==> src/rtl/dg_pkg.sv <==
package dg_pkg;
  // Where the next output bundle comes from
  typedef enum logic [1:0] {
    SRC_IDLE  = 2'd0,
    SRC_GROUP = 2'd1,
    SRC_UCODE = 2'd2
  } dg_src_e;
endpackage

==> src/rtl/dg_queue.sv <==
// Instruction FIFO exposing its oldest WIN entries as a decode window.
// DEPTH must be a power of two.
module dg_queue #(
  parameter int DEPTH  = 8,
  parameter int WIN    = 4,
  parameter int TAG_W  = 8,
  parameter int UOPS_W = 5,
  localparam int PTR_W = $clog2(DEPTH),
  localparam int OCC_W = $clog2(DEPTH + 1),
  localparam int POP_W = $clog2(WIN + 1)
) (
  input  logic                          clk,
  input  logic                          rst,
  input  logic                          flush,
  input  logic                          push_valid,
  input  logic [UOPS_W-1:0]             push_uops,
  input  logic [TAG_W-1:0]              push_tag,
  output logic                          not_full,
  input  logic [POP_W-1:0]              pop_n,
  output logic [WIN-1:0]                win_vld,
  output logic [WIN-1:0][UOPS_W-1:0]    win_uops,
  output logic [WIN-1:0][TAG_W-1:0]     win_tag
);

  logic [UOPS_W-1:0] uops_mem [DEPTH];
  logic [TAG_W-1:0]  tag_mem  [DEPTH];
  logic [PTR_W-1:0]  rd_ptr, wr_ptr;
  logic [OCC_W-1:0]  occ;
  logic              push_acc;

  assign not_full = (occ != OCC_W'(DEPTH));
  assign push_acc = push_valid && not_full && !flush;

  // storage: write-only port, no reset
  always_ff @(posedge clk) begin
    if (push_acc) begin
      uops_mem[wr_ptr] <= push_uops;
      tag_mem[wr_ptr]  <= push_tag;
    end
  end

  always_ff @(posedge clk) begin
    if (rst || flush) begin
      rd_ptr <= '0;
      wr_ptr <= '0;
      occ    <= '0;
    end else begin
      if (push_acc) wr_ptr <= wr_ptr + 1'b1;
      rd_ptr <= rd_ptr + PTR_W'(pop_n);
      occ    <= occ + OCC_W'(push_acc) - OCC_W'(pop_n);
    end
  end

  for (genvar j = 0; j < WIN; j++) begin : g_win
    logic [PTR_W-1:0] slot;
    assign slot        = rd_ptr + PTR_W'(j);
    assign win_vld[j]  = occ > OCC_W'(j);
    assign win_uops[j] = uops_mem[slot];
    assign win_tag[j]  = tag_mem[slot];
  end


  pop_within_occ_chk: assert property (@(posedge clk) disable iff (rst)
    OCC_W'(pop_n) <= occ);


  occ_bound_chk: assert property (@(posedge clk) disable iff (rst)
    occ <= OCC_W'(DEPTH));


  push_nonzero_chk: assert property (@(posedge clk) disable iff (rst)
    push_acc |-> push_uops != '0);

endmodule

==> src/rtl/dg_grouper.sv <==
// Combinational group formation over the candidate window.
module dg_grouper #(
  parameter int WIN    = 4,
  parameter int BUDGET = 4,
  parameter int TAG_W  = 8,
  parameter int UOPS_W = 5,
  localparam int CNT_W = $clog2(BUDGET + 1),
  localparam int POP_W = $clog2(WIN + 1)
) (
  input  logic [WIN-1:0]                win_vld,
  input  logic [WIN-1:0][UOPS_W-1:0]    win_uops,
  input  logic [WIN-1:0][TAG_W-1:0]     win_tag,
  output logic                          head_long,
  output logic [POP_W-1:0]              take,
  output logic [CNT_W-1:0]              lane_n,
  output logic [BUDGET-1:0][TAG_W-1:0]  lane_tag,
  output logic [BUDGET-1:0][UOPS_W-1:0] lane_uidx,
  output logic [BUDGET-1:0]             lane_last
);

  logic [WIN-1:0]    admit;
  logic [UOPS_W-1:0] head_u;
  int                n_adm;

  assign head_u    = win_uops[0];
  assign head_long = win_vld[0] && (head_u > UOPS_W'(BUDGET));

  // admit[j]: window entry j joins this group (prefix chain)
  always_comb begin : p_admit
    logic chain;
    chain    = win_vld[0] && !head_long;
    admit    = '0;
    admit[0] = chain;
    for (int j = 1; j < WIN; j++) begin
      chain = chain && win_vld[j] && (win_uops[j] == UOPS_W'(1)) &&
              ((head_u + UOPS_W'(j - 1)) < UOPS_W'(BUDGET));
      admit[j] = chain;
    end
  end

  always_comb begin
    n_adm = 0;
    for (int j = 0; j < WIN; j++) begin
      if (admit[j]) n_adm = n_adm + 1;
    end
    take   = head_long ? POP_W'(1) : POP_W'(n_adm);
    lane_n = admit[0] ? (CNT_W'(head_u) + CNT_W'(n_adm - 1)) : '0;
  end

  // Lane steering: head fills lanes 0..u-1, simple j lands on lane u+j-1
  always_comb begin
    lane_tag  = '0;
    lane_uidx = '0;
    lane_last = '0;
    for (int k = 0; k < BUDGET; k++) begin
      if (admit[0] && (UOPS_W'(k) < head_u)) begin
        lane_tag[k]  = win_tag[0];
        lane_uidx[k] = UOPS_W'(k);
        lane_last[k] = (UOPS_W'(k + 1) == head_u);
      end
      for (int j = 1; j < WIN; j++) begin
        if (admit[j] && ((head_u + UOPS_W'(j - 1)) == UOPS_W'(k))) begin
          lane_tag[k]  = win_tag[j];
          lane_uidx[k] = '0;
          lane_last[k] = 1'b1;
        end
      end
    end
  end

endmodule

==> src/rtl/dg_ucode_seq.sv <==
// Count-driven microcode stream: emits up to BUDGET micro-ops per step.
module dg_ucode_seq #(
  parameter int BUDGET = 4,
  parameter int TAG_W  = 8,
  parameter int UOPS_W = 5,
  localparam int CNT_W = $clog2(BUDGET + 1)
) (
  input  logic                          clk,
  input  logic                          rst,
  input  logic                          flush,
  input  logic                          start,
  input  logic [UOPS_W-1:0]             start_uops,
  input  logic [TAG_W-1:0]              start_tag,
  input  logic                          advance,
  output logic                          active,
  output logic [CNT_W-1:0]              emit_n,
  output logic [BUDGET-1:0][TAG_W-1:0]  emit_tag,
  output logic [BUDGET-1:0][UOPS_W-1:0] emit_uidx,
  output logic [BUDGET-1:0]             emit_last
);

  logic              act_q;
  logic [UOPS_W-1:0] rem_q, idx_q;
  logic [TAG_W-1:0]  tag_q;
  logic [UOPS_W-1:0] src_rem, src_idx, chunk;
  logic [TAG_W-1:0]  src_tag;
  logic              final_chunk;

  assign active = act_q;

  always_comb begin
    src_rem     = act_q ? rem_q : start_uops;
    src_idx     = act_q ? idx_q : '0;
    src_tag     = act_q ? tag_q : start_tag;
    final_chunk = (src_rem <= UOPS_W'(BUDGET));
    chunk       = final_chunk ? src_rem : UOPS_W'(BUDGET);
    emit_n      = CNT_W'(chunk);
    emit_tag    = '0;
    emit_uidx   = '0;
    emit_last   = '0;
    for (int k = 0; k < BUDGET; k++) begin
      if (UOPS_W'(k) < chunk) begin
        emit_tag[k]  = src_tag;
        emit_uidx[k] = src_idx + UOPS_W'(k);
        emit_last[k] = final_chunk && (UOPS_W'(k + 1) == chunk);
      end
    end
  end

  always_ff @(posedge clk) begin
    if (rst || flush) begin
      act_q <= 1'b0;
      rem_q <= '0;
      idx_q <= '0;
      tag_q <= '0;
    end else if (start || advance) begin
      act_q <= !final_chunk;
      rem_q <= src_rem - chunk;
      idx_q <= src_idx + chunk;
      tag_q <= src_tag;
    end
  end


  start_when_idle_chk: assert property (@(posedge clk) disable iff (rst)
    start |-> !act_q);


  rem_shrinks_chk: assert property (@(posedge clk) disable iff (rst)
    (act_q && advance) |=> (!act_q || (rem_q < $past(rem_q))));


  flush_abort_chk: assert property (@(posedge clk) disable iff (rst)
    flush |=> !act_q);

endmodule

==> src/rtl/dg_decode_grouper.sv <==
module dg_decode_grouper import dg_pkg::*; #(
  parameter int WIN    = 4,
  parameter int BUDGET = 4,
  parameter int DEPTH  = 8,
  parameter int TAG_W  = 8,
  parameter int UOPS_W = 5,
  localparam int CNT_W = $clog2(BUDGET + 1),
  localparam int POP_W = $clog2(WIN + 1)
) (
  input  logic                      clk,
  input  logic                      rst,
  input  logic                      flush,
  input  logic                      in_valid,
  output logic                      in_ready,
  input  logic [UOPS_W-1:0]         in_uops,
  input  logic [TAG_W-1:0]          in_tag,
  output logic                      out_valid,
  input  logic                      out_ready,
  output logic [CNT_W-1:0]          out_cnt,
  output logic [BUDGET*TAG_W-1:0]   out_tag,
  output logic [BUDGET*UOPS_W-1:0]  out_uidx,
  output logic [BUDGET-1:0]         out_last
);

  logic [WIN-1:0]                win_vld;
  logic [WIN-1:0][UOPS_W-1:0]    win_uops;
  logic [WIN-1:0][TAG_W-1:0]     win_tag;
  logic                          g_long;
  logic [POP_W-1:0]              g_take, pop_n;
  logic [CNT_W-1:0]              g_n, s_n;
  logic [BUDGET-1:0][TAG_W-1:0]  g_tag, s_tag;
  logic [BUDGET-1:0][UOPS_W-1:0] g_uidx, s_uidx;
  logic [BUDGET-1:0]             g_last, s_last;
  logic                          s_active, s_start, s_adv, load;
  dg_src_e                       src;

  dg_queue #(.DEPTH(DEPTH), .WIN(WIN), .TAG_W(TAG_W), .UOPS_W(UOPS_W)) u_queue (
    .clk(clk), .rst(rst), .flush(flush),
    .push_valid(in_valid), .push_uops(in_uops), .push_tag(in_tag),
    .not_full(in_ready), .pop_n(pop_n),
    .win_vld(win_vld), .win_uops(win_uops), .win_tag(win_tag)
  );

  dg_grouper #(.WIN(WIN), .BUDGET(BUDGET), .TAG_W(TAG_W), .UOPS_W(UOPS_W)) u_group (
    .win_vld(win_vld), .win_uops(win_uops), .win_tag(win_tag),
    .head_long(g_long), .take(g_take), .lane_n(g_n),
    .lane_tag(g_tag), .lane_uidx(g_uidx), .lane_last(g_last)
  );

  dg_ucode_seq #(.BUDGET(BUDGET), .TAG_W(TAG_W), .UOPS_W(UOPS_W)) u_seq (
    .clk(clk), .rst(rst), .flush(flush),
    .start(s_start), .start_uops(win_uops[0]), .start_tag(win_tag[0]),
    .advance(s_adv), .active(s_active),
    .emit_n(s_n), .emit_tag(s_tag), .emit_uidx(s_uidx), .emit_last(s_last)
  );

  // A new bundle may be formed when the output register is free or draining
  assign load = !out_valid || out_ready;

  always_comb begin
    src = SRC_IDLE;
    if (!flush && load) begin
      if (s_active || g_long) src = SRC_UCODE;
      else if (g_n != '0)     src = SRC_GROUP;
    end
  end

  assign s_start = (src == SRC_UCODE) && !s_active;
  assign s_adv   = (src == SRC_UCODE) && s_active;
  assign pop_n   = (src == SRC_GROUP) ? g_take :
                   (s_start ? POP_W'(1) : '0);

  always_ff @(posedge clk) begin
    if (rst || flush) begin
      out_valid <= 1'b0;
      out_cnt   <= '0;
      out_tag   <= '0;
      out_uidx  <= '0;
      out_last  <= '0;
    end else if (load) begin
      out_valid <= (src != SRC_IDLE);
      case (src)
        SRC_GROUP: begin
          out_cnt  <= g_n;
          out_tag  <= g_tag;
          out_uidx <= g_uidx;
          out_last <= g_last;
        end
        SRC_UCODE: begin
          out_cnt  <= s_n;
          out_tag  <= s_tag;
          out_uidx <= s_uidx;
          out_last <= s_last;
        end
        default: begin
          out_cnt  <= '0;
          out_tag  <= '0;
          out_uidx <= '0;
          out_last <= '0;
        end
      endcase
    end
  end


  stall_hold_chk: assert property (@(posedge clk) disable iff (rst)
    (out_valid && !out_ready && !flush) |=>
      (out_valid && $stable(out_cnt) && $stable(out_tag) &&
       $stable(out_uidx) && $stable(out_last)));


  flush_drop_chk: assert property (@(posedge clk) disable iff (rst)
    flush |=> !out_valid);


  lane_budget_chk: assert property (@(posedge clk) disable iff (rst)
    out_valid |-> (out_cnt != '0 && out_cnt <= CNT_W'(BUDGET)));


  no_pop_in_stream_chk: assert property (@(posedge clk) disable iff (rst)
    s_active |-> pop_n == '0);

endmodule

==> config.mk <==
export PLATFORM = sky130hd
export DESIGN_NAME = dg_decode_grouper
export DESIGN_NICKNAME = d
export VERILOG_FILES = /design/src/rtl/dg_pkg.sv /design/src/rtl/dg_queue.sv /design/src/rtl/dg_grouper.sv /design/src/rtl/dg_ucode_seq.sv /design/src/rtl/dg_decode_grouper.sv
export SDC_FILE = /design/constraint.sdc
export NUM_CORES = 1
export LEC_CHECK = 0
export BUFFER_PORTS_ARGS = -buffer_cell sky130_fd_sc_hd__clkbuf_2
export CORE_MARGIN = 10
export CORE_UTILIZATION = 55
export DETAILED_ROUTE_END_ITERATION = 8
export GPL_TIMING_DRIVEN = 0
export PLACE_DENSITY = 0.77
export SETUP_SLACK_MARGIN = 0.2
export SYNTH_ARGS = -nofsm -noshare
export SYNTH_HDL_FRONTEND = slang
export SYNTH_SLANG_ARGS = --single-unit
==> constraint.sdc <==
create_clock -name clk -period 7.1 [get_ports clk]
set_clock_uncertainty 0.2 [all_clocks]
set_input_delay 2.13 -clock clk [delete_from_list [all_inputs] [get_ports clk]]
set_output_delay 2.13 -clock clk [all_outputs]
set_load 0.005 [all_outputs]
==> impl_results.md, run 1 <==
* Area post-placement at 11800 sq um
* Area leader, netlist: edfxtp_1
* Count leader, synth: nor2_1
* Synth Area in Simple Gates at roughly 15%
* Nets at roughly 1300
* Setup WS pre-CTS at -1.11 ns
* Num rows at 51
* Synth area leaders: edfxtp_1 (28%), dfxtp_1 (16%), mux4_2 (8.4%)
* Share of layout cells above drive strength 1 at 25.0%
* H-tree levels at 4
* DRC at 0
* Most frequent cells after synthesis: nor2_1 (118), edfxtp_1 (104), nand2_1 (90)
* Io pins at between 70 and 80
* Register area share after synthesis at 44.5%
* Detail Route Antenna Nets at 0
* Clock Latency Late Sink at between 0.4 and 0.5 ns
* Synth Warn # at 0
* Nature of the critical path endpoint: flop
* Hold_buf cts at 0
* P_leak at 4.79 nW
* Routability Congestion at slightly below 1
* TNS Setup at 0 ns
* Post-route cell area at 13400 sq um
* Drt total wl at 34900 um
* Post-DP HPWL at roughly 24000 um
* RSZ-0062 raised after global routing: true
* Max_slew headroom at around 25%
* Compound-Gate Fraction of Synth Area at between 15 and 20%
* First-pass GRT wire length at ~53000 um
* CTS root buf: clkbuf_16
* TritonCTS clock tree: built
* Mux contribution to synthesized area at between 15 and 20%
* GRT Residual Overflow at 0
* Fin. max-slew vios at 0
* Worst setup margin at between 0.2 and 0.25 ns
* WHS at around 0.26 ns
* Combinational share of power at approximately 34%
* Clock sink count at 193
* Slowest cell on crit path: mux4_2
* Initial core utilization at between 50% and 60%
* Largest family of logic cells by synthesized area: compound AO/OA/AOI/OAI gates
* Die width at ~160 um
* Hold Path Class: reg2reg
* Total GRT Usage at between 20% and 30%
* Syn nets at 1118
* Xor and xnor area share after synthesis at under 10%
* Max Cap Viol at 0
* Wire per inst at 23.3 um
* Vias in the first global route at approximately 9300
* P_sw at about 1.2 mW
* Syn_area_per_cell at approximately 10 sq um
* DR pass1 iterations at 8
* Asr flop ratio synth at 0%
* P_int at approximately 2.2 mW
* Reg power frac at a little under two fifths
* Port Buffer Count at a little under 80
* Final setup vio count at 0
* Mapped Cells at roughly 1100
* Largest net degree at the start of global routing at 22
* Area Growth Syn to Fin at 21.2%
* Share of the synthesized area in the top cell type at between 20 and 30%
* Clk pwr share at between 20% and 30%
* Switch share at between 30% and 40%
* Pwr per Cell Area at about 250 nW/um^2
* FF+latch count, synth at between 150 and 200
* # diodes at 0
* Worst EP required at between 7 and 8 ns
* EDFF count, synth at about 100
* Crit Path Max Fanout at 8
* Crit path largest cell delay at 0.56 ns
* Slew @ Worst Pin at ~1.1 ns
* DR vias at between 9000 and 10000
* Max IR drop VDD at ~0.22 mV
* Critical Path Start Type: flop
* Yosys cell types at 75
* Clock buffer count from CTS at 17
* Core footprint at 19600 sq um
* DR vias/cell at 6.45
* Tcrit/Tclk final at slightly below 100%
* Predominant post-synthesis flop cell: edfxtp_1
* CTS clock-pin slew for the worst setup and hold paths at ~0.080 ns
* Adder-cell share of the synthesized area at between 4 and 5%
* Vert. Die Dim at between 150 and 200 um
* DRT iter0 DRCs at between 1000 and 1500
* Layout Utilization at about 68%
* Max Freq at approximately 150 MHz
* Setup Crit Path Kind: reg2reg
* Min Tclk post-route at roughly 6.9 ns
* CP arrival at roughly 7.0 ns
* Die area at ~26000 sq um
* Final Hold Viols at 0
* Syn Std Cell Area at about 11000 sq um
* Crit path top cell by count: buf_4
* Antenna violations before repair at 0
* Status: complete, no violations
* CTS max path bufs at 2
## worst paths after layout
| path | start | to | slack [ns] | cells after the start |
|---|---|---|---|---|
| worst min register to register | out_uidx[18]$_SDFFE_PP0N_ | out_uidx[18]$_SDFFE_PP0N_ | 0.26 | 2 |
| worst min-delay path | out_uidx[18]$_SDFFE_PP0N_ | out_uidx[18]$_SDFFE_PP0N_ | 0.26 | 2 |
| worst max register to register | u_queue.rd_ptr[0]$_SDFF_PP0_ | u_queue.rd_ptr[2]$_SDFF_PP0_ | 0.21 | 35 |
| worst max-delay path | u_queue.rd_ptr[0]$_SDFF_PP0_ | u_queue.rd_ptr[2]$_SDFF_PP0_ | 0.21 | 35 |
## state kept, by name, summed over array words and instances, names as in the netlist
signal,cells
u_queue.tag_mem,64
u_queue.uops_mem,40
out_tag,32
out_uidx,20
u_seq.tag_q,8
u_seq.idx_q,5
u_seq.rem_q,5
out_last,4
u_queue.occ,4
out_cnt,3
u_queue.rd_ptr,3
u_queue.wr_ptr,3
out_valid,1
u_seq.active,1
## routing by layer
metal	GRT usage, %	wire [um]	up-vias
met4	7.69	912	0
met1	33.1	14200	4710
met3	6.13	3130	82
met5	0	0	-
met2	40.9	16700	553
li1	-	-	4326
## cell families (layout without fill, tap and decap cells)
logic type / after synthesis / count (layout)
AOI/OAI and AO/OA: 259 / 259
buffers and inverters: 97 / 266
and+or+nand+nor: 340 / 340
DFF: 193 / 193
adders and majority gates: 34 / 34
other: 2 / 2
xor gates and xnor gates: 26 / 26
muxes: 115 / 115
## stage by stage
stage	std cells	power, mW
after floorplan	1066	1.90
after global placement	1409	2.14
after detailed placement	1412	2.16
after CTS	1478	3.24
after global routing	1500	3.49
final	1500	3.37
## cell type report
type	instances	area [sq um]
buffer	60	398
clock buffer	17	425
clock inverter	15	173
fill	1447	6240
inverter	37	149
multi-input combinational	776	6110
sequential	193	4910
tap	265	332
timing repair buffer	137	860
## power groups by stage
stage / Combinational [mW] / Sequential (mW) / Clock, mW
after detailed placement: 0.898 / 1.27 / 0
final: 1.14 / 1.24 / 0.978
after CTS: 1.02 / 1.24 / 0.977
after global routing: 1.22 / 1.25 / 1.03
after floorplan: 0.646 / 1.26 / 0
after global placement: 0.879 / 1.27 / 0
## worst max-delay path: cells and delay by family, from the launching register on
kind	cells	cell delay, ns
xor+xnor	4	0.70
compound gates	7	1.16
flops	1	0.38
buf+inv	11	1.39
mux	3	0.94
simple gates	4	0.61
fa+ha+maj	6	1.41
## layout by cell type (no fill, tap or decap), types with 5 or more instances in the layout
cell type / Yosys / routed
o2bb2a_1: 8 / 8
nand3_1: 25 / 25
nor2_2: 0 / 7
a221o_1: 6 / 6
buf_1: 11 / 10
o21ai_1: 31 / 30
mux4_2: 41 / 41
nor2_1: 118 / 110
edfxtp_1: 104 / 104
inv_1: 33 / 29
a21oi_1: 62 / 59
a32oi_1: 6 / 6
dfxtp_1: 89 / 88
nor3_1: 21 / 19
or3_1: 9 / 8
buf_6: 0 / 8
nor2b_1: 7 / 7
nand2_1: 90 / 87
mux2i_1: 59 / 59
clkbuf_1: 41 / 31
o21ai_0: 38 / 37
xnor2_1: 18 / 13
o211ai_1: 12 / 12
nand2b_1: 16 / 16
and3b_1: 6 / 6
o32a_1: 6 / 6
a31o_1: 9 / 9
a211oi_1: 9 / 8
xor2_1: 7 / 6
clkbuf_2: 0 / 80
o22ai_1: 18 / 17
a22oi_1: 12 / 12
ha_1: 31 / 24
o221ai_1: 5 / 5
clkbuf_16: 0 / 20
nor4_1: 10 / 7
buf_4: 1 / 54
mux2_2: 11 / 10
and2_1: 12 / 12
## what timing repair did
item	CTS	global route
pin swaps	16	27
setup endpoints to repair	76	40
setup buffers	34	22
gates resized for setup	66	48
Power figures use the tool's default switching activity.
==> run 2: changes to the inputs <==
==> constraint.sdc (replaced) <==
create_clock -name clk -period 6.25 [get_ports clk]
set_clock_uncertainty 0.2 [all_clocks]
set_input_delay 1.875 -clock clk [delete_from_list [all_inputs] [get_ports clk]]
set_output_delay 1.875 -clock clk [all_outputs]
set_load 0.005 [all_outputs]
==> run 2 against run 1 <==
Wire length rose by 3.7%. First-iteration DRC count rose by 15%. Sequential cell count stayed put. The run now ends with negative setup slack left. Non-clock buffer count grew 15. Critical path depth unchanged. Cell area is 3.9% higher.
==> impl_results.md, run 2 (same netlist as run 1, synthesis figures left out) <==
* Status: complete, but fails checks
* Failing checks: negative setup slack
* Max Freq at 148 MHz (+2.2%)
* Num rows at 51 (unchanged)
* P_leak at 4.95 nW (+3.5%)
* Drt total wl at 36200 um (+3.7%)
* CP arrival at 6.87 ns (-0.16 ns)
* DRC at 0 (unchanged)
* DR pass1 iterations at 9 (+1)
* WHS at 0.276 ns (+0.0178 ns)
* Multi-input gate area at 6350 sq um (+4.0%)
* Hold Path Class: reg2reg
* RSZ-0062 raised after global routing: true
* Max FFs per register at 64 (unchanged)
* FILL cells at 1409 (-2.6%)
* Slowest cell on crit path: nor4_1
* Area Growth Syn to Fin at 25.9%
* Die area at 26100 sq um (unchanged)
* Worst setup margin at -0.493 ns (-0.704 ns)
* Hold_buf cts at 0 (unchanged)
* DRT iter0 DRCs at 1335 (+15%)
* CTS max path bufs at 2 (unchanged)
* H-tree levels at 4 (unchanged)
* Vias in the first global route at 9713 (+4.1%)
* P_int at 2.51 mW (+17%)
* Nature of the critical path endpoint: flop
* Fin. max-slew vios at 0 (unchanged)
* Pwr per Cell Area at 289 nW/um^2 (+15%)
* GRT Residual Overflow at 0 (unchanged)
* Core footprint at 19600 sq um (unchanged)
* Post-route cell area at 13900 sq um (+3.9%)
* Crit path largest cell delay at 0.52 ns (-0.04 ns)
* P_sw at 1.49 mW (+23%)
* Final setup vio count at 15 (+15)
* Total GRT Usage at 26.4% (+1.0 points)
* Post-DP HPWL at 24600 um (+2.1%)
* Buf+Inv Stages, Crit Path at 9 (-2)
* RR Startpoint: u_queue.uops_mem[4][2]$_DFFE_PP_
* Tcrit/Tclk final at 108% (+11 points)
* First-pass GRT wire length at 55000 um (+4.7%)
* Antenna violations before repair at 0 (unchanged)
* Power, Total at 4.01 mW (+19%)
* Final Hold Viols at 0 (unchanged)
* DR vias/cell at 6.62 (+2.7%)
* Area post-placement at 12000 sq um (+1.1%)
* Switch share at 37.3% (+1.2 points)
* # diodes at 0 (unchanged)
* CP Launch Point: u_queue.uops_mem[4][2]$_DFFE_PP_
* Clock buffer count from CTS at 17 (unchanged)
* Commonest non-fill, non-tap cell in the layout: nor2_1
* Die width at 162 um (unchanged)
* Wire per inst at 23.9 um (+2.6%)
* Reg power frac at 35.2% (-1.8 points)
* Io pins at 79 (unchanged)
* Max Cap Viol at 0 (unchanged)
* Setup Crit Path Kind: reg2reg
* Combinational share of power at 35.7% (+1.7 points)
* Detail Route Antenna Nets at 0 (unchanged)
* Max IR drop VDD at 0.210 mV (-5.1%)
* Biggest register: u_queue.tag_mem
* Vert. Die Dim at 162 um (unchanged)
* Nets at 1289 (+1.2%)
* Port Buffer Count at 78 (unchanged)
* Crit Path Max Fanout at 5 (-3)
* Clock sink count at 193 (unchanged)
* Largest net degree at the start of global routing at 24 (+9.1%)
* Critical hold path startpoint: out_tag[28]$_SDFFE_PP0N_
* CTS root buf: clkbuf_16
* Slew @ Worst Pin at 1.09 ns (-0.0188 ns)
* Clk pwr share at 29.1% (about the same)
* TritonCTS clock tree: built
* Storage element area at 4910 sq um (about the same)
* Cell family contributing the most delay on the critical path: compound AO/OA/AOI/OAI gates
* Layout Utilization at 70.8% (+2.6 points)
* Worst R2R Setup Slack at -0.49 ns (-0.70 ns)
* Share of layout cells above drive strength 1 at 29.7% (+4.7 points)
* DR vias at 10000 (+3.7%)
* Routability Congestion at 0.983 (+1.9%)
* Min Tclk post-route at 6.74 ns (-0.146 ns)
* Clock Latency Late Sink at 0.46 ns (about the same)
* Worst EP required at 6.38 ns (-0.86 ns)
* CTS clock-pin slew for the worst setup and hold paths at 0.08 ns (about the same)
* Critical Path Start Type: flop
* Crit path top cell by count: ha_4
* Max_slew headroom at 27.0% (+2.2 points)
* Biggest regs: u_queue.tag_mem: 64 flops, u_queue.uops_mem: 40 flops, out_tag: 32 flops
* Most frequent cells in the layout: nor2_1 (105), edfxtp_1 (104), dfxtp_1 (87)
* Initial core utilization at 56.2% (unchanged)
-- run 2: cell count changes in the layout (fill, tap and decap cells not counted), moves of 6 or more --
cell     before  now
o21ai_2       1   11
buf_6         8   15
buf_8         3   10
ha_4          3   10
o21ai_1      30   23
ha_1         24   18
-- run 2: final timing paths --
check | to | depth (start not counted)
setup / recovery | u_queue.occ[3]$_SDFF_PP0_ | 35
hold / removal | out_tag[28]$_SDFFE_PP0N_ | 2
setup reg to reg | u_queue.occ[3]$_SDFF_PP0_ | 35
hold reg to reg | out_tag[28]$_SDFFE_PP0N_ | 2
-- run 2: per-stage QoR --
step | setup WS, ns | setup TNS [ns] | cells
2_1_floorplan | -0.277 | -0.879 | 1066
3_3_place_gp | -1.34 | -40.72 | 1409
3_5_place_dp | -1.45 | -47.87 | 1415
4_1_cts | -0.438 | -1.61 | 1491
5_1_grt | -0.713 | -7.71 | 1515
6_report | -0.493 | -2.89 | 1515
-- run 2: layout make-up --
type                            instances  area share, %
Buffer                                 59           3.15
Inverter                               37           1.08
Timing Repair Buffer                  153           7.61
Clock inverter                         15           1.52
Multi-Input combinational cell        776           45.8
Clock buffer                           17           3.07
Sequential cell                       193           35.4
Tap cell                              265           2.39
-- run 2: metal layers --
layer	wire (um)	track usage (%)	up-vias
li1	-	-	4357
met1	14300	34.2	4827
met2	17100	42.3	703
met3	3420	4.73	140
met4	1410	11.7	0
met5	0	0	-
-- run 2: power groups by stage --
| stage | combinational [mW] | clock [mW] | sequential (mW) |
|---|---|---|---|
| floorplan | 0.759 | 0 | 1.43 |
| global placement | 1.02 | 0 | 1.44 |
| detailed placement | 1.05 | 0 | 1.44 |
| CTS | 1.23 | 1.17 | 1.41 |
| global route | 1.51 | 1.22 | 1.42 |
| finish | 1.43 | 1.17 | 1.41 |
-- run 2: worst reg2reg max path: cells and delay by family, from the launching register on --
| kind | cells | cell delay (ns) |
|---|---|---|
| AO/OA/AOI/OAI | 11 | 2.08 |
| XOR/XNOR | 3 | 0.54 |
| adder cells (fa/ha/maj) | 6 | 1.33 |
| buffers and inverters | 9 | 1.16 |
| flip-flops | 1 | 0.39 |
| AND/OR/NAND/NOR | 6 | 0.91 |
-- run 2: what timing repair did --
item,in CTS,in global routing
resized for setup,83,80
pin swaps,26,43
setup endpoints to repair,85,71
buffers inserted,45,22
cloned,0,2
==> run 3: changes to the inputs <==
--- a/config.mk
+++ b/config.mk
@@ -7,10 +7,10 @@
 export LEC_CHECK = 0
 export BUFFER_PORTS_ARGS = -buffer_cell sky130_fd_sc_hd__clkbuf_2
 export CORE_MARGIN = 10
-export CORE_UTILIZATION = 55
+export CORE_UTILIZATION = 60
 export DETAILED_ROUTE_END_ITERATION = 8
 export GPL_TIMING_DRIVEN = 0
-export PLACE_DENSITY = 0.77
+export PLACE_DENSITY = 0.79
 export SETUP_SLACK_MARGIN = 0.2
 export SYNTH_ARGS = -nofsm -noshare
 export SYNTH_HDL_FRONTEND = slang
==> constraint.sdc (replaced) <==
create_clock -name clk -period 8.6 [get_ports clk]
set_clock_uncertainty 0.2 [all_clocks]
set_input_delay 2.58 -clock clk [delete_from_list [all_inputs] [get_ports clk]]
set_output_delay 2.58 -clock clk [all_outputs]
set_load 0.005 [all_outputs]
==> run 3 against run 2 <==
The run ends with design-rule violations left. Die area shrank 7.3%. Via count is 7.2% lower. Non-clock buffer count shrank 61. Critical endpoint is now u_queue.rd_ptr[2]$_SDFF_PP0_. Largest power group is now registers. Highest routed layer unchanged.
==> impl_results.md, run 3 (same netlist as run 1, synthesis figures left out) <==
* Worst EP required at 8.74 ns (+2.36 ns)
* Vias in the first global route at 8838 (-9.0%)
* Min Tclk post-route at 7.96 ns (+1.22 ns)
* P_sw at 889 uW (-40%)
* Detail Route Antenna Nets at 0 (unchanged)
* Initial core utilization at 61.1% (+4.9 points)
* Slowest cell on crit path: or3_1
* GRT Residual Overflow at 0 (unchanged)
* Post-route cell area at 12500 sq um (-10%)
* Share of layout cells above drive strength 1 at 18.1% (-12 points)
* TritonCTS clock tree: built
* Core footprint at 18000 sq um (-8.0%)
* Placed insts at 1377 (-2.7%)
* Pwr per Cell Area at 207 nW/um^2 (-28%)
* DR vias at 9302 (-7.2%)
* Crit path top cell by count: ha_1
* Reg power frac at 39.8% (+4.6 points)
* Switch share at 34.5% (-2.8 points)
* Die area at 24200 sq um (-7.3%)
* Commonest non-fill, non-tap cell in the layout: nor2_1
* Biggest regs: u_queue.tag_mem: 64 flops, u_queue.uops_mem: 40 flops, out_tag: 32 flops
* Clock sink count at 193 (unchanged)
* Clk pwr share at 30.0% (+0.9 points)
* CTS root buf: clkbuf_16
* Wire per inst at 22.5 um (-5.7%)
* Combinational share of power at 30.2% (-5.5 points)
* Setup WS pre-CTS at -0.504 ns (+0.950 ns)
* Antenna violations before repair at 0 (unchanged)
* RSZ-0062 raised after global routing: false
* Vert. Die Dim at 156 um (-3.7%)
* Cell family contributing the most delay on the critical path: adder cells
* Hold Path Class: reg2reg
* Max FFs per register at 64 (unchanged)
* DRC at 1 (+1)
* Max_slew headroom at 16.1% (-11 points)
* Largest net degree at the start of global routing at 18 (-25%)
* Area post-placement at 11800 sq um (-1.6%)
* Final setup vio count at 0 (-15)
* H-tree levels at 4 (unchanged)
* DR vias/cell at 6.56 (-0.81%)
* Setup Crit Path Kind: reg2reg
* Power, Total at 2.58 mW (-36%)
* Most frequent cells in the layout: nor2_1 (113), edfxtp_1 (104), nand2_1 (90)
* Drt total wl at 31900 um (-12%)
* Clock Latency Late Sink at 0.45 ns (about the same)
* FILL cells at 1373 (-2.6%)
* Hold_buf cts at 0 (unchanged)
* DR pass1 iterations at 9 (unchanged)
* Area Growth Syn to Fin at 13.2%
* Total GRT Usage at 26.1% (-0.31 points)
* First-pass GRT wire length at 50000 um (-9.0%)
* Layout Utilization at 69.2% (-1.6 points)
* Final non-filler cell total at 1417 (-6.5%)
* Fin. max-slew vios at 0 (unchanged)
* Tcrit/Tclk final at 92.6% (-15 points)
* Routability Congestion at 0.978 (-0.58%)
* Io pins at 79 (unchanged)
* Critical Path Start Type: flop
* Crit path largest cell delay at 0.48 ns (-0.04 ns)
* P_leak at 4.45 nW (-10%)
* Buf+Inv Stages, Crit Path at 9 (unchanged)
* CP arrival at 8.10 ns (+1.23 ns)
* P_int at 1.69 mW (-33%)
* Max Cap Viol at 0 (unchanged)
* # diodes at 0 (unchanged)
* Worst setup margin at 0.635 ns (+1.13 ns)
* Num rows at 49 (-3.9%)
* Nets at 1228 (-4.7%)
* Port Buffer Count at 78 (unchanged)
* CTS clock-pin slew for the worst setup and hold paths at 0.07 ns (about the same)
* Max Freq at 126 MHz (-15%)
* CTS max path bufs at 2 (unchanged)
* Biggest register: u_queue.tag_mem
* Failing checks: design-rule violations
* Crit Path Max Fanout at 10 (+5)
* Clock buffer count from CTS at 17 (unchanged)
* DRT iter0 DRCs at 1261 (-5.5%)
* Max IR drop VDD at 0.199 mV (-5.1%)
* Die width at 156 um (-3.7%)
* Post-DP HPWL at 23400 um (-5.0%)
* Nature of the critical path endpoint: flop
* Status: complete, but fails checks
* Slew @ Worst Pin at 1.24 ns (+0.147 ns)
* Final Hold Viols at 0 (unchanged)
-- run 3: changes by cell type in the layout (fill, tap and decap cells not counted), moves of 7 or more --
cell / previous run / this run
clkinv_8: 7 / 0
ha_1: 18 / 31
ha_4: 10 / 0
clkbuf_1: 28 / 35
o21ai_1: 23 / 31
buf_8: 10 / 1
o21ai_2: 11 / 0
buf_4: 59 / 9
inv_1: 26 / 33
nor2_1: 105 / 113
buf_6: 15 / 2
-- run 3: power groups by stage --
stage	logic [mW]	registers [mW]	clock network, mW
6_report	0.779	1.03	0.774
5_1_grt	0.841	1.03	0.812
4_1_cts	0.733	1.02	0.775
3_5_place_dp	0.726	1.04	0
3_3_place_gp	0.714	1.04	0
2_1_floorplan	0.530	1.04	0
-- run 3: stage by stage --
stage	setup TNS, ns	hold slack (ns)
after floorplan	0	0.245
after global placement	-1.40	0.249
after detailed placement	-1.78	0.251
after CTS	0	0.270
after global routing	0	0.291
final	0	0.263
-- run 3: metal layers --
layer  share of wire, %  GRT usage [%]
met1                 41           35.5
met2                 46           40.9
met3                 10           5.29
met4                2.8           8.29
met5                  0              0
-- run 3: final timing paths --
path,from,endpoint,slack [ns],depth (start not counted)
setup / recovery,u_queue.rd_ptr[2]$_SDFF_PP0_,u_queue.rd_ptr[2]$_SDFF_PP0_,0.64,33
hold / removal,out_uidx[18]$_SDFFE_PP0N_,out_uidx[18]$_SDFFE_PP0N_,0.26,2
setup reg to reg,u_queue.rd_ptr[2]$_SDFF_PP0_,u_queue.rd_ptr[2]$_SDFF_PP0_,0.64,33
hold reg to reg,out_uidx[18]$_SDFFE_PP0N_,out_uidx[18]$_SDFFE_PP0N_,0.26,2
-- run 3: final cells by class --
cell class	instances	area, sq um	area share [%]
Multi-Input combinational cell	776	5800	46.5
Sequential cell	193	4900	39.3
Timing Repair Buffer	91	528	4.23
Clock buffer	18	429	3.44
Tap cell	229	287	2.30
Buffer	60	264	2.12
Inverter	37	139	1.11
Clock inverter	13	126	1.01
-- run 3: what timing repair did --
item / in CTS / in global routing
pin swaps: 1 / 1
buffers inserted: 2 / 7
gates resized for setup: 7 / 17
setup endpoints to repair: 6 / 6
-- run 3: tightest hold or removal path: cells and delay by family (launching register included) --
family	cells	cell delay [ns]
AO/OA/AOI/OAI	1	0.06
flip-flops	1	0.31
AND/OR/NAND/NOR	1	0.05
